<file path="src/rtl/vgrp_pkg.sv">
package vgrp_pkg;

    localparam logic [7:0] MID_SCALE = 8'h80;

    typedef enum logic [2:0] {
        F_IDLE, F_DESC, F_DWAIT, F_TBL, F_TWAIT, F_MEM, F_MWAIT, F_FULL
    } fetch_st_e;

    typedef enum logic [1:0] {
        E_IDLE, E_UP, E_PLAY, E_DOWN
    } emit_st_e;

    typedef struct packed {
        logic       vld;
        logic       last;
        logic [7:0] data;
    } byte_slot_t;

    // One LSB toward target; unchanged when already equal.
    function automatic logic [7:0] step_toward(input logic [7:0] cur, input logic [7:0] tgt);
        if (cur < tgt)      return cur + 8'd1;
        else if (cur > tgt) return cur - 8'd1;
        return cur;
    endfunction

    // Sample value taken from a stored byte.
    function automatic logic [7:0] pick_sample(input logic [7:0] b, input logic nib_mode,
                                               input logic low_half);
        if (!nib_mode) return b;
        return low_half ? {4'h0, b[3:0]} : {4'h0, b[7:4]};
    endfunction

endpackage

</file>
<file path="src/rtl/vgrp_fetch.sv">
module vgrp_fetch
    import vgrp_pkg::*;
#(
    parameter int GRP_W     = 5,
    parameter int ENT_W     = 10,
    parameter int BLK_IDX_W = 8,
    parameter int BLK_BYTES = 512,
    localparam int OFF_W    = $clog2(BLK_BYTES),
    localparam int DESC_W   = 1 + 2 * ENT_W
) (
    input  logic                     clk,
    input  logic                     rst,
    input  logic                     go_i,
    input  logic                     abort_i,
    input  logic [GRP_W-1:0]         grp_i,
    input  logic                     pop_i,
    output logic [GRP_W-1:0]         desc_addr_o,
    input  logic [DESC_W-1:0]        desc_data_i,
    output logic [ENT_W-1:0]         tbl_addr_o,
    input  logic [BLK_IDX_W-1:0]     tbl_data_i,
    output logic                     mem_rd_o,
    output logic [BLK_IDX_W+OFF_W-1:0] mem_addr_o,
    input  logic [7:0]               mem_data_i,
    output byte_slot_t               slot_o,
    output logic                     nib_mode_o,
    output logic                     empty_o
);
    localparam logic [OFF_W-1:0] OFF_LAST = OFF_W'(BLK_BYTES - 1);

    fetch_st_e              st;
    logic [GRP_W-1:0]       grp_q;
    logic [ENT_W-1:0]       ent_ptr;
    logic [ENT_W-1:0]       ent_left;
    logic [BLK_IDX_W-1:0]   blk;
    logic [OFF_W-1:0]       off;
    logic                   nib_q;
    byte_slot_t             slot;

    logic                   d_nib;
    logic [ENT_W-1:0]       d_first;
    logic [ENT_W-1:0]       d_cnt;

    assign d_nib   = desc_data_i[DESC_W-1];
    assign d_first = desc_data_i[2*ENT_W-1:ENT_W];
    assign d_cnt   = desc_data_i[ENT_W-1:0];

    assign desc_addr_o = grp_q;
    assign tbl_addr_o  = ent_ptr;
    assign mem_addr_o  = {blk, off};
    assign mem_rd_o    = (st == F_MEM);
    assign slot_o      = slot;
    assign nib_mode_o  = nib_q;
    assign empty_o     = (st == F_DWAIT) && (d_cnt == '0);

    always_ff @(posedge clk) begin
        if (rst) begin
            st       <= F_IDLE;
            grp_q    <= '0;
            ent_ptr  <= '0;
            ent_left <= '0;
            blk      <= '0;
            off      <= '0;
            nib_q    <= 1'b0;
            slot     <= '0;
        end else if (abort_i) begin
            st       <= F_IDLE;
            slot.vld <= 1'b0;
        end else begin
            case (st)
                F_IDLE: if (go_i) begin
                    grp_q    <= grp_i;
                    slot.vld <= 1'b0;
                    st       <= F_DESC;
                end
                F_DESC:  st <= F_DWAIT;
                F_DWAIT: begin
                    nib_q    <= d_nib;
                    ent_ptr  <= d_first;
                    ent_left <= d_cnt;
                    st       <= (d_cnt == '0) ? F_IDLE : F_TBL;
                end
                F_TBL:   st <= F_TWAIT;
                F_TWAIT: begin
                    blk <= tbl_data_i;
                    off <= '0;
                    st  <= F_MEM;
                end
                F_MEM:   st <= F_MWAIT;
                F_MWAIT: begin
                    slot.vld  <= 1'b1;
                    slot.last <= (ent_left == ENT_W'(1)) && (off == OFF_LAST);
                    slot.data <= mem_data_i;
                    st        <= F_FULL;
                end
                F_FULL: if (pop_i) begin
                    slot.vld <= 1'b0;
                    if (slot.last) begin
                        st <= F_IDLE;
                    end else if (off == OFF_LAST) begin
                        ent_ptr  <= ent_ptr + ENT_W'(1);
                        ent_left <= ent_left - ENT_W'(1);
                        st       <= F_TBL;
                    end else begin
                        off <= off + OFF_W'(1);
                        st  <= F_MEM;
                    end
                end
                default: st <= F_IDLE;
            endcase
        end
    end

endmodule

</file>
<file path="src/rtl/vgrp_emit.sv">
module vgrp_emit
    import vgrp_pkg::*;
(
    input  logic       clk,
    input  logic       rst,
    input  logic       tick_i,
    input  logic       start_i,
    input  logic       stop_i,
    input  logic       ramp_i,
    input  logic       nib_mode_i,
    input  byte_slot_t slot_i,
    input  logic       empty_i,
    output logic [7:0] sample_o,
    output logic       vld_o,
    output logic       busy_o,
    output logic       done_o,
    output logic       pop_o,
    output logic       fin_o
);
    emit_st_e   st;
    logic [7:0] out_q;
    logic       nib_lo;
    logic       ramp_q;
    logic       vld_q;
    logic       done_q;

    logic [7:0] cur;
    logic       can_take;
    logic       take;
    logic       last_take;
    logic       playing;

    assign playing   = (st == E_UP) || (st == E_PLAY);
    assign cur       = pick_sample(slot_i.data, nib_mode_i, nib_lo);
    assign can_take  = tick_i && slot_i.vld;
    assign take      = can_take && ((st == E_PLAY) || ((st == E_UP) && (out_q == cur)));
    assign pop_o     = playing && !stop_i && take && (!nib_mode_i || nib_lo);
    assign last_take = pop_o && slot_i.last;
    assign fin_o     = (playing && (empty_i || (stop_i && !ramp_q) || (last_take && !ramp_q)))
                     || ((st == E_DOWN) && tick_i && (out_q == MID_SCALE));

    assign sample_o = out_q;
    assign vld_o    = vld_q;
    assign done_o   = done_q;
    assign busy_o   = (st != E_IDLE);

    always_ff @(posedge clk) begin
        if (rst) begin
            st     <= E_IDLE;
            out_q  <= MID_SCALE;
            nib_lo <= 1'b0;
            ramp_q <= 1'b0;
            vld_q  <= 1'b0;
            done_q <= 1'b0;
        end else begin
            vld_q  <= 1'b0;
            done_q <= 1'b0;
            case (st)
                E_IDLE: begin
                    out_q <= MID_SCALE;
                    if (start_i) begin
                        st     <= ramp_i ? E_UP : E_PLAY;
                        ramp_q <= ramp_i;
                        nib_lo <= 1'b0;
                    end
                end
                E_UP, E_PLAY: begin
                    if (empty_i) begin
                        st     <= E_IDLE;
                        done_q <= 1'b1;
                    end else if (stop_i) begin
                        if (ramp_q) begin
                            st <= E_DOWN;
                        end else begin
                            st     <= E_IDLE;
                            done_q <= 1'b1;
                        end
                    end else if (take) begin
                        out_q  <= cur;
                        vld_q  <= 1'b1;
                        nib_lo <= nib_mode_i && !nib_lo;
                        if (last_take) begin
                            if (ramp_q) begin
                                st <= E_DOWN;
                            end else begin
                                st     <= E_IDLE;
                                done_q <= 1'b1;
                            end
                        end else begin
                            st <= E_PLAY;
                        end
                    end else if ((st == E_UP) && can_take) begin
                        out_q <= step_toward(out_q, cur);
                        vld_q <= 1'b1;
                    end
                end
                E_DOWN: if (tick_i) begin
                    if (out_q == MID_SCALE) begin
                        st     <= E_IDLE;
                        done_q <= 1'b1;
                    end else begin
                        out_q <= step_toward(out_q, MID_SCALE);
                        vld_q <= 1'b1;
                    end
                end
                default: st <= E_IDLE;
            endcase
        end
    end

endmodule

</file>
<file path="src/rtl/vgrp_player.sv">
module vgrp_player
    import vgrp_pkg::*;
#(
    parameter int NUM_GROUPS = 32,
    parameter int TBL_DEPTH  = 960,
    parameter int BLK_BYTES  = 512,
    parameter int BLK_IDX_W  = 8,
    localparam int GRP_W     = $clog2(NUM_GROUPS),
    localparam int ENT_W     = $clog2(TBL_DEPTH + 1),
    localparam int OFF_W     = $clog2(BLK_BYTES),
    localparam int ADDR_W    = BLK_IDX_W + OFF_W,
    localparam int DESC_W    = 1 + 2 * ENT_W
) (
    input  logic                 clk,
    input  logic                 rst,
    input  logic                 tick_i,
    input  logic                 start_i,
    input  logic                 stop_i,
    input  logic [GRP_W-1:0]     grp_i,
    input  logic                 ramp_en_i,
    output logic [GRP_W-1:0]     desc_addr_o,
    input  logic [DESC_W-1:0]    desc_data_i,
    output logic [ENT_W-1:0]     tbl_addr_o,
    input  logic [BLK_IDX_W-1:0] tbl_data_i,
    output logic                 mem_rd_o,
    output logic [ADDR_W-1:0]    mem_addr_o,
    input  logic [7:0]           mem_data_i,
    output logic [7:0]           sample_o,
    output logic                 smp_vld_o,
    output logic                 busy_o,
    output logic                 done_o
);
    logic       accept;
    logic       abort;
    logic       pop;
    logic       fin;
    logic       empty;
    logic       nib_mode;
    byte_slot_t slot;

    assign accept = start_i && !busy_o;
    assign abort  = fin || (stop_i && busy_o);

    vgrp_fetch #(
        .GRP_W     (GRP_W),
        .ENT_W     (ENT_W),
        .BLK_IDX_W (BLK_IDX_W),
        .BLK_BYTES (BLK_BYTES)
    ) u_fetch (
        .clk         (clk),
        .rst         (rst),
        .go_i        (accept),
        .abort_i     (abort),
        .grp_i       (grp_i),
        .pop_i       (pop),
        .desc_addr_o (desc_addr_o),
        .desc_data_i (desc_data_i),
        .tbl_addr_o  (tbl_addr_o),
        .tbl_data_i  (tbl_data_i),
        .mem_rd_o    (mem_rd_o),
        .mem_addr_o  (mem_addr_o),
        .mem_data_i  (mem_data_i),
        .slot_o      (slot),
        .nib_mode_o  (nib_mode),
        .empty_o     (empty)
    );

    vgrp_emit u_emit (
        .clk        (clk),
        .rst        (rst),
        .tick_i     (tick_i),
        .start_i    (accept),
        .stop_i     (stop_i),
        .ramp_i     (ramp_en_i),
        .nib_mode_i (nib_mode),
        .slot_i     (slot),
        .empty_i    (empty),
        .sample_o   (sample_o),
        .vld_o      (smp_vld_o),
        .busy_o     (busy_o),
        .done_o     (done_o),
        .pop_o      (pop),
        .fin_o      (fin)
    );

endmodule

</file>
<file path="config.mk">
export PLATFORM = sky130hd
export DESIGN_NAME = vgrp_player
export DESIGN_NICKNAME = d
export VERILOG_FILES = /design/src/rtl/vgrp_pkg.sv /design/src/rtl/vgrp_fetch.sv /design/src/rtl/vgrp_emit.sv /design/src/rtl/vgrp_player.sv
export SDC_FILE = /design/constraint.sdc
export NUM_CORES = 1
export LEC_CHECK = 0
export BUFFER_PORTS_ARGS = -buffer_cell sky130_fd_sc_hd__buf_2
export CAP_MARGIN = 0
export CORE_UTILIZATION = 40
export CTS_BUF_LIST = sky130_fd_sc_hd__clkbuf_4
export DETAILED_ROUTE_END_ITERATION = 7
export PLACE_DENSITY = 0.58
export SYNTH_ARGS = -nofsm -noshare
export SYNTH_HDL_FRONTEND = slang
export SYNTH_SLANG_ARGS = --single-unit
</file>
<file path="constraint.sdc">
create_clock -name clk -period 8.91 [get_ports clk]
set_input_delay 0.4455 -clock clk [delete_from_list [all_inputs] [get_ports clk]]
set_output_delay 0.4455 -clock clk [all_outputs]
set_load 0.005 [all_outputs]
</file>
==> run_results.csv <==
group,metric,value,unit
run_status,outcome,"finished clean",
logic_synthesis,seq_area_frac_synth,0.307,
finish,final_cells,769,
global_route,grt_use_total,0.227,
timing,maxSlewHeadroom,0.376,
clock_tree,cts.clk_slew.worst_paths,0.12,ns
setup_path,reg2reg_depth,10,
setup_path,crit_type,"flip-flop to flip-flop",
finish,n_antenna_cell,0,
power,p_clk_frac,0.169,
worst_hold_path,min_path_type,"input pin to flip-flop",
timing,finalHoldViolCount,0,
timing,skew,0.0165,ns
timing,fin_crit,3.64,ns
power,seqPwrFrac,0.334,
global_route,grt_max_degree,64,
power,cellLeakagePower,2.24,nW
floorplan,die_y,109,um
clock_tree,hold_buffers,0,
setup_path,reg2reg_from,"u_fetch.nib_mode_o",
setup_path,crit_end,"u_fetch.ent_left[4]",
finish,fin_nets,693,
timing,tns,0,ns
logic_synthesis,ys.flop_type,"dfxtp_1",
logic_synthesis,synth.distinct_cells,78,
global_route,grt_overflow_total,0,
clock_tree,cts-root-buf,"clkbuf_4",
logic_synthesis,netlist_area,0.00456,mm^2
power,power_density,243,mW/mm^2
worst_hold_path,hp-start,"tbl_data_i[5]",
floorplan,ioPinCount,92,
logic_synthesis,netlist_instances,556,
placement,dp.cells,753,
timing,rsz0062_at_grt,"false",
flow_run,drv_cap,0,
timing,fmax,0.275,GHz
global_route,grt_pass1_wl,21.0,mm
setup_path,slowest_delay,0.53,ns
timing,fin_crit_sh,0.409,
route,num_vias,4536,
setup_path,cp.arrival,3.95,ns
global_route,antenna_found_initial,0,
placement,gp_congestion,0.824,
finish,final_cell_mix,"buf_2, dfxtp_1, nor2_1",
setup_path,worstSetupStartpoint,"u_fetch.nib_mode_o",
clock_tree,post_cts_buffers,0,
timing,holdWs,0.228,ns
setup_path,reg2reg_to,"u_fetch.ent_left[4]",
setup_path,critical_path.max_fanout,20,
route,wl_per_cell,16.8,um
global_route,first_global_vias,4216,
setup_path,r2r_slack,5.27,ns
logic_synthesis,async_flop_share,0,
power,power.share.combinational,0.497,
route,dr.pass1.iters,5,
logic_synthesis,synth_edf_count,0,
route,routed_wl,12.9,mm
clock_tree,cts_tree,"yes",
setup_path,worstSetupEndpointType,"flip-flop",
clock_tree,clock_latency,0.45,ns
finish,post-route-util,0.473,
setup_path,crit_chain,"nor2b_1 -> mux2i_1 -> ha_1 -> and4_1 -> a21o_1 -> and4_4 -> o21ai_4 -> nand2_1 -> o311ai_0 -> o31ai_1",
power,internal_power,691,uW
clock_tree,cts_made_buffers,9,
power,switchingPower,570,uW
finish,syn_to_final_growth,13.8,%
power,power.total,1.26,mW
timing,setup_viol,0,
clock_tree,cts_num_sinks,70,
route,post_drt_via_cell_ratio,5.90,
floorplan,rows,38,
finish,layout_commonest_cell,"buf_2",
clock_tree,cts_max_path_buffers,2,
timing,tightest_slew,0.927,ns
floorplan,design.die.area,0.0118,mm^2
route,ant_nets,0,
logic_synthesis,synth_nets,625,
finish,drive_gt1_frac,0.213,
clock_tree,htree_num_levels,3,
route,drt_first_iter_violations,346,
placement,portBuffers,91,
floorplan,initial_utilization,0.415,
power,power_switching_share,0.452,
placement,hpwl,9.04,mm
power,peakVddDrop,144,uV
route,route.detailed.drc,0,
setup_path,critPathLaunchType,"flip-flop",
floorplan,core-area,0.0110,mm^2
floorplan,die_w,109,um
clock_tree,cts_resized,0,
timing,slew_viol_final,0,
logic_synthesis,ys_seq_elements,70,
setup_path,required,9.22,ns
logic_synthesis,synth_area_per_cell,8.21,um^2
setup_path,cpMaxStageDelayCell,"o311ai_0",
logic_synthesis,yosys_warnings,0,
==> metal layers <==
metal	up-vias	wire, um	global-route usage
li1	2241	-	-
met2	121	6330	0.379
met5	-	0	0
met1	2150	5680	0.282
met4	0	343	0.107
met3	24	555	0.0406
==> state kept, by name, summed over array words and instances, names as in the netlist <==
register and cells:
u_fetch.st 3, u_emit.nib_lo 1, u_emit.st 2, u_emit.sample_o 8, u_fetch.slot_o 10, u_emit.done_o 1
u_emit.vld_o 1, u_fetch.blk 8, u_fetch.off 9, u_emit.ramp_q 1, u_fetch.nib_mode_o 1, u_fetch.tbl_addr_o 10
u_fetch.desc_addr_o 5, u_fetch.ent_left 10
==> worst max-delay path, delay by kind of cell, from the launching register on <==
| family | cells | cell delay, ns |
|---|---|---|
| DFF | 1 | 0.46 |
| muxes | 1 | 0.29 |
| AOI/OAI and AO/OA | 4 | 1.12 |
| adders and majority gates | 1 | 0.30 |
| and+or+nand+nor | 4 | 1.33 |
==> cells in the mapped netlist (4+ instances only) <==
master / instances / share of area
a211oi_1: 6 / 0.0099
a21oi_1: 47 / 0.052
a22oi_1: 6 / 0.0099
a31oi_1: 6 / 0.0082
and3_1: 15 / 0.021
and4_1: 5 / 0.0096
buf_2: 8 / 0.0088
buf_4: 4 / 0.0066
clkbuf_1: 21 / 0.017
dfxtp_1: 70 / 0.31
ha_1: 21 / 0.058
inv_1: 19 / 0.016
mux2i_1: 27 / 0.059
nand2_1: 39 / 0.032
nand2b_1: 6 / 0.0082
nand3_1: 25 / 0.027
nand4_1: 5 / 0.0069
nor2_1: 58 / 0.048
nor3_1: 14 / 0.015
nor3b_1: 4 / 0.0066
nor4_1: 4 / 0.0055
o21ai_0: 16 / 0.018
o311ai_0: 15 / 0.029
o31ai_1: 18 / 0.030
or4_1: 7 / 0.012
xnor2_1: 4 / 0.0077
==> cells by family (layout without fill, tap and decap cells) <==
kind of cell | count (synthesis) | after routing | share of synthesized area
buf+inv | 55 | 128 | 0.0507
mux | 28 | 28 | 0.0617
xor+xnor | 6 | 6 | 0.0115
flops | 70 | 70 | 0.307
fa+ha+maj | 21 | 21 | 0.0576
simple gates | 210 | 210 | 0.252
compound gates | 166 | 166 | 0.259
==> through the flow <==
| step | cell area, um^2 | setup WS (ns) |
|---|---|---|
| 2_1_floorplan | 4560 | 6.06 |
| 3_3_place_gp | 5050 | 5.49 |
| 3_5_place_dp | 5050 | 5.29 |
| 4_1_cts | 5190 | 5.25 |
| 5_1_grt | 5190 | 4.99 |
| 6_report | 5190 | 5.27 |
==> power groups by stage <==
| stage | Sequential [mW] | Clock, mW | Combinational (mW) |
|---|---|---|---|
| after floorplan | 0.393 | 0 | 0.500 |
| after global placement | 0.425 | 0 | 0.614 |
| after detailed placement | 0.428 | 0 | 0.623 |
| after CTS | 0.421 | 0.223 | 0.627 |
| after global routing | 0.431 | 0.236 | 0.695 |
| final | 0.421 | 0.213 | 0.627 |
==> worst min path at each step <==
stage | slack, ns | cells after the start | endpoint
floorplan | 0.45 | 2 | u_fetch.desc_addr_o[0]
global placement | 0.44 | 2 | u_fetch.desc_addr_o[0]
detailed placement | 0.45 | 2 | u_fetch.desc_addr_o[3]
CTS | 0.19 | 3 | u_fetch.slot_o[4]
global route | 0.20 | 3 | u_fetch.slot_o[7]
finish | 0.23 | 3 | u_fetch.blk[5]
==> final cells by class <==
cell class / instances / area, um^2
fill: 1120 / 5790
multi-input combinational: 431 / 2940
sequential: 70 / 1400
timing repair buffer: 93 / 470
tap: 140 / 175
clock inverter: 7 / 73.8
inverter: 19 / 71.3
clock buffer: 9 / 67.6
Power figures use the tool's default switching activity.
